<file path="src/rtl/reload_timer_pkg.sv">
package reload_timer_pkg;

  typedef enum logic [2:0] {
    MODE_TIMER  = 3'b000,
    MODE_PULSE  = 3'b001,
    MODE_BRIDGE = 3'b010,
    MODE_PWM    = 3'b011,
    MODE_EVENT  = 3'b100,
    MODE_WIDTH  = 3'b101
  } tmrModeE;

  typedef enum logic [1:0] {
    DIV_16  = 2'b00,
    DIV_1   = 2'b01,
    DIV_2   = 2'b10,
    DIV_256 = 2'b11
  } divCodeE;

  // strobes passed from control to datapath each cycle
  typedef struct packed {
    logic countEn;    // decrement (or reload at zero) this cycle
    logic measEnd;    // terminating edge of a width measurement
    logic stageLo;    // capture low byte into staging
    logic commitHi;   // commit {hi, staged lo} into the latch
    logic loadCnt;    // also load the counter with the written word
    logic irqClr;     // clear request for the flag
    logic pulseMode;  // pulse output mode active
  } strobeT;

endpackage

</file>
<file path="src/rtl/reload_timer_ctrl.sv">
module reload_timer_ctrl
  import reload_timer_pkg::*;
#(
  parameter int PRE_W = 8
) (
  input  logic       clk,
  input  logic       rstN,
  input  logic       baseTick,
  input  logic       subTick,
  input  logic       srcSel,
  input  logic [1:0] divSel,
  input  logic [2:0] mode,
  input  logic       countStop,
  input  logic       windowOff,
  input  logic [1:0] edgeSel,
  input  logic       evtIn,
  input  logic       writeCtl,
  input  logic       wrLo,
  input  logic       wrHi,
  input  logic       irqClr,
  output strobeT     strb
);

  localparam int DIV16_W = 4;

  logic [PRE_W-1:0] preQ;
  logic             preTick;
  logic             srcTick;
  logic             evtQ;
  logic             riseEdge;
  logic             fallEdge;
  logic             evtTick;
  logic             measLevel;
  logic             termEdge;
  tmrModeE          curMode;

  // free-running prescaler advanced by the base tick
  always_ff @(posedge clk) begin
    if (!rstN)         preQ <= '0;
    else if (baseTick) preQ <= preQ + 1'b1;
  end

  always_comb begin
    case (divCodeE'(divSel))
      DIV_1:   preTick = baseTick;
      DIV_2:   preTick = baseTick & preQ[0];
      DIV_16:  preTick = baseTick & (&preQ[DIV16_W-1:0]);
      default: preTick = baseTick & (&preQ);
    endcase
  end

  assign srcTick = srcSel ? subTick : preTick;

  // edge detection on the external input
  always_ff @(posedge clk) begin
    if (!rstN) evtQ <= 1'b0;
    else       evtQ <= evtIn;
  end

  assign riseEdge = evtIn & ~evtQ;
  assign fallEdge = ~evtIn & evtQ;

  always_comb begin
    case (edgeSel)
      2'b00:   evtTick = riseEdge;
      2'b01:   evtTick = fallEdge;
      default: evtTick = riseEdge | fallEdge;
    endcase
  end

  // width mode: code 00 measures high, 01 measures low
  assign measLevel = edgeSel[0] ? ~evtIn : evtIn;
  assign termEdge  = edgeSel[0] ? riseEdge : fallEdge;

  assign curMode = tmrModeE'(mode);

  always_comb begin
    strb = '0;
    case (curMode)
      MODE_TIMER, MODE_PULSE:
        strb.countEn = srcTick & ~countStop;
      MODE_EVENT:
        strb.countEn = evtTick & ~windowOff & ~countStop;
      MODE_WIDTH: begin
        strb.countEn = srcTick & ~countStop & measLevel & ~edgeSel[1];
        strb.measEnd = termEdge & ~edgeSel[1];
      end
      default: strb.countEn = 1'b0;
    endcase
    strb.stageLo   = wrLo;
    strb.commitHi  = wrHi;
    strb.loadCnt   = wrHi & ~writeCtl;
    strb.irqClr    = irqClr;
    strb.pulseMode = (curMode == MODE_PULSE);
  end

endmodule

</file>
<file path="src/rtl/reload_timer_dp.sv">
module reload_timer_dp
  import reload_timer_pkg::*;
#(
  parameter int W = 16
) (
  input  logic            clk,
  input  logic            rstN,
  input  strobeT          strb,
  input  logic [W/2-1:0]  wrData,
  input  logic            outInit,
  output logic [W-1:0]    count,
  output logic [W-1:0]    latchVal,
  output logic [W-1:0]    measured,
  output logic            irqFlag,
  output logic            pulseOut
);

  localparam int BW = W / 2;

  logic [BW-1:0] stageQ;
  logic [W-1:0]  latchQ;
  logic [W-1:0]  cntQ;
  logic [W-1:0]  capQ;
  logic [W-1:0]  wordIn;
  logic          irqQ;
  logic          pulseQ;
  logic          underflow;

  assign wordIn    = {wrData, stageQ};
  assign underflow = strb.countEn & (cntQ == '0);

  always_ff @(posedge clk) begin
    if (!rstN) begin
      stageQ <= '0;
      latchQ <= '0;
    end else begin
      if (strb.stageLo)  stageQ <= wrData;
      if (strb.commitHi) latchQ <= wordIn;
    end
  end

  // counter: direct load wins, then measurement end, then counting
  always_ff @(posedge clk) begin
    if (!rstN) begin
      cntQ <= '0;
      capQ <= '0;
    end else if (strb.loadCnt) begin
      cntQ <= wordIn;
    end else if (strb.measEnd) begin
      capQ <= cntQ;
      cntQ <= latchQ;
    end else if (strb.countEn) begin
      cntQ <= underflow ? latchQ : cntQ - 1'b1;
    end
  end

  // sticky flag, set has priority over clear
  always_ff @(posedge clk) begin
    if (!rstN)                         irqQ <= 1'b0;
    else if (underflow | strb.measEnd) irqQ <= 1'b1;
    else if (strb.irqClr)              irqQ <= 1'b0;
  end

  always_ff @(posedge clk) begin
    if (!rstN)               pulseQ <= 1'b0;
    else if (!strb.pulseMode) pulseQ <= outInit;
    else if (underflow)       pulseQ <= ~pulseQ;
  end

  assign count    = cntQ;
  assign latchVal = latchQ;
  assign measured = capQ;
  assign irqFlag  = irqQ;
  assign pulseOut = pulseQ;

endmodule

</file>
<file path="src/rtl/reload_timer.sv">
module reload_timer
  import reload_timer_pkg::*;
#(
  parameter int W     = 16,
  parameter int PRE_W = 8
) (
  input  logic           clk,
  input  logic           rstN,
  input  logic           baseTick,
  input  logic           subTick,
  input  logic           srcSel,
  input  logic [1:0]     divSel,
  input  logic [2:0]     mode,
  input  logic           countStop,
  input  logic           windowOff,
  input  logic [1:0]     edgeSel,
  input  logic           evtIn,
  input  logic           outInit,
  input  logic           writeCtl,
  input  logic           wrLo,
  input  logic           wrHi,
  input  logic [W/2-1:0] wrData,
  input  logic           irqClr,
  output logic [W-1:0]   count,
  output logic [W-1:0]   latchVal,
  output logic [W-1:0]   measured,
  output logic           irqFlag,
  output logic           pulseOut
);

  strobeT strb;

  reload_timer_ctrl #(.PRE_W(PRE_W)) u_ctrl (
    .clk       (clk),
    .rstN      (rstN),
    .baseTick  (baseTick),
    .subTick   (subTick),
    .srcSel    (srcSel),
    .divSel    (divSel),
    .mode      (mode),
    .countStop (countStop),
    .windowOff (windowOff),
    .edgeSel   (edgeSel),
    .evtIn     (evtIn),
    .writeCtl  (writeCtl),
    .wrLo      (wrLo),
    .wrHi      (wrHi),
    .irqClr    (irqClr),
    .strb      (strb)
  );

  reload_timer_dp #(.W(W)) u_dp (
    .clk      (clk),
    .rstN     (rstN),
    .strb     (strb),
    .wrData   (wrData),
    .outInit  (outInit),
    .count    (count),
    .latchVal (latchVal),
    .measured (measured),
    .irqFlag  (irqFlag),
    .pulseOut (pulseOut)
  );

endmodule

</file>
<file path="config.mk">
export PLATFORM = sky130hd
export DESIGN_NAME = reload_timer
export DESIGN_NICKNAME = d
export VERILOG_FILES = /design/src/rtl/reload_timer_pkg.sv /design/src/rtl/reload_timer_ctrl.sv /design/src/rtl/reload_timer_dp.sv /design/src/rtl/reload_timer.sv
export SDC_FILE = /design/constraint.sdc
export NUM_CORES = 1
export LEC_CHECK = 0
export BUFFER_PORTS_ARGS = -buffer_cell sky130_fd_sc_hd__buf_2
export CAP_MARGIN = 40
export CORE_MARGIN = 2
export CORE_UTILIZATION = 50
export CTS_BUF_LIST = sky130_fd_sc_hd__clkbuf_8
export DETAILED_ROUTE_END_ITERATION = 16
export PLACE_DENSITY = 0.78
export SLEW_MARGIN = 10
export SYNTH_ARGS = -nofsm -noshare
export SYNTH_HDL_FRONTEND = slang
export SYNTH_SLANG_ARGS = --single-unit
</file>
<file path="constraint.sdc">
create_clock -name clk -period 2.3 [get_ports clk]
set_clock_uncertainty 0.1 [all_clocks]
set_input_delay 0.115 -clock clk [delete_from_list [all_inputs] [get_ports clk]]
set_output_delay 0.115 -clock clk [all_outputs]
set_load 0.1 [all_outputs]
</file>
==> reports/summary.txt <==
status = finished, final reports clean
largest net degree at the start of global routing = 46
max-slew violations = 0
Setup crit end kind = flip-flop
Vias/cell = 5.83
Placer Congestion = 0.907
DRC errors left = 0
Tot Pwr = 2930 uW
Clk network pwr share = 29.3%
Pwr Density = 666 nW/um2
leakage power = 0.00209 uW
first-pass GRT wire length = 15100 um
nets = 522
cts bufs inserted = 9
post-layout instance area = 4400 um2
crit share post-route = 99.7%
starting density of the core = 50.7%
fraction of the yosys area taken by sequential cells = 39.6%
f_max = 436 MHz
Post-Synthesis Net Count = 423
Post-Route Setup TNS = 0 ns
DP Area = 3990 um2
worst hold slack = 0.0167 ns
TritonCTS clock tree = built
#FFs+latches synth = 67
die height = 86.4 um
Internal = 1910 uW
Post-synth EDFFs = 0
final hold vios = 0
Synth warnings = 0
latest clock arrival within the worst-skew pair = 0.34 ns
total gr overflow = 0
Clock Path Buffers = 2
die span in x = 86.4 um
Num Clock Sinks = 67
final setup violation count = 0
Clock Tree Root = clkbuf_8
WL final = 9480 um
CP max FO = 4
Slew headroom = 65.1%
Layout area overhead = 29.8%
VDD IR max = 0.387 mV
synthesized area = 3390 um2
cell row count = 30
Netlist cell types = 60
Port-buffer cells = 77
Tmin final = 2.29 ns
layout cells sized above 1 = 31.9%
Total GRT Usage = 25.4%
commonest non-fill, non-tap cell in the layout = buf_2
core area = 6680 um2
H-tree depth = 3
Reg power frac = 43.4%
routed via count = 3350
die area = 7460 um2
DRT antenna net count = 0
Sw Pwr = 1020 uW
RSZ-0062 raised after global routing = true
Avg Inst Size Synth = 8.67 um2
CP arrival = 2.43 ns
post-layout util = 65.9%
Reg clk slew, reported paths = 0.07 ns
antenna violations before repair = 0
ys flop type = dfxtp_1
post-DR wirelength/cell = 16.5 um
Max-Cap Viols = 0
Post-Syn Instances = 391
post-DP HPWL = 6710 um
HP Class = in2reg
Initial DRC Count = 291
Async SR Flop Fraction = 0%
Setup crit start kind = flip-flop
Switching Share = 34.8%
Crit Path Class = reg2reg
Detailed Routing Iterations Pass 1 = 5
most frequent cells in the layout = 77 x buf_2, 60 x nor2_1, 55 x dfxtp_1
slew at the pin with the worst max-slew slack = 0.522 ns
antenna diode count = 0
Critical Path RT = 2.43 ns
number of global-route vias before repair = 3073
Comb pwr share = 27.3%
IO Pins = 78
cell families (layout without fill, tap and decap cells):
family          Yosys count  in the layout  synth area share [%]
fa+ha+maj                 4              4                  1.48
compound gates           83             83                  17.9
mux                      40             40                  12.0
buf+inv                  33            137                  4.13
xor+xnor                 17             17                  4.39
simple gates            147            147                  20.6
flops                    67             67                  39.6
power by group through the flow:
stage          Combinational [uW]  Sequential, uW  Clock [uW]
2_1_floorplan                 323            1510           0
3_5_place_dp                  730            1290           0
6_report                      800            1270         860
4_1_cts                       751            1270         870
3_3_place_gp                  723            1290           0
5_1_grt                       848            1280         930
flip-flops by register name, summed over array words and instances (netlist names):
signal	flops
u_dp.stageQ	8
u_dp.latchVal	16
u_dp.measured	16
u_ctrl.evtQ	1
u_dp.pulseOut	1
u_ctrl.preQ	8
u_dp.irqFlag	1
u_dp.count	16
timing repair:
| action | in CTS | in global routing |
|---|---|---|
| pin swaps | 2 | 7 |
| gates resized for setup | 3 | 25 |
| endpoints found under the hold margin | 17 | 0 |
| cloned | 0 | 0 |
| hold buffers | 11 | 0 |
| endpoints found under the setup margin | 9 | 17 |
| buffers inserted | 0 | 3 |
synth_stat cells, types with 4 or more instances:
master	count	area (um2)
dfxtp_1	67	1340
nor2_1	60	225
mux2i_1	38	380
nand2_1	35	131
a21oi_1	18	90.1
nand3_1	14	70.1
clkbuf_1	11	41.3
o21ai_0	10	50.1
xnor2_1	9	78.8
inv_1	8	30.0
xor2_1	8	70.1
a221o_1	7	70.1
buf_2	7	35.0
buf_1	6	22.5
o211ai_1	6	45.0
a211o_1	5	43.8
a31oi_1	5	31.3
or3_1	5	31.3
ha_1	4	50.1
nor2b_1	4	25.0
nor4_1	4	25.0
stage by stage:
stage               cells  setup slack (ns)
floorplan             391           -0.0645
global placement      545            0.0250
detailed placement    545           -0.0367
CTS                   572           0.00215
global route          575           -0.0666
finish                575           0.00642
worst paths after layout:
kind                     from                to  slack (ns)  cells past startpoint
min reg2reg  u_dp.measured[1]  u_dp.measured[1]        0.39                      2
max reg2reg       u_ctrl.evtQ    u_dp.count[15]       0.006                      8
max               u_ctrl.evtQ    u_dp.count[15]       0.006                      8
min                  baseTick    u_ctrl.preQ[0]        0.02                      3
routing by layer:
| layer | vias up | part of all wire, % | GRT usage, % |
|---|---|---|---|
| met1 | 1579 | 44 | 34.5 |
| met4 | 0 | 2.0 | 9.52 |
| li1 | 1593 | - | - |
| met2 | 158 | 47 | 40.1 |
| met5 | - | 0 | 0 |
| met3 | 20 | 7.3 | 5.05 |
layout make-up:
class                           instances  area (um2)
Clock inverter                          5        21.3
Clock buffer                           11         151
Fill cell                             562        2280
Sequential cell                        67        1370
Inverter                                8        30.0
Multi-Input combinational cell        291        2030
Timing Repair Buffer                  113         698
Tap cell                               80         100
critical path, stage by stage, from the launching register on:
cell and delay [ns]:
dfxtp_2 0.34, inv_2 0.05, ha_4 0.15, mux2_4 0.26, o2111a_1 0.23, a41o_2 0.29
or2_4 0.28, a31o_1 0.18, a221o_1 0.31
(Power assumes the default switching activity.)
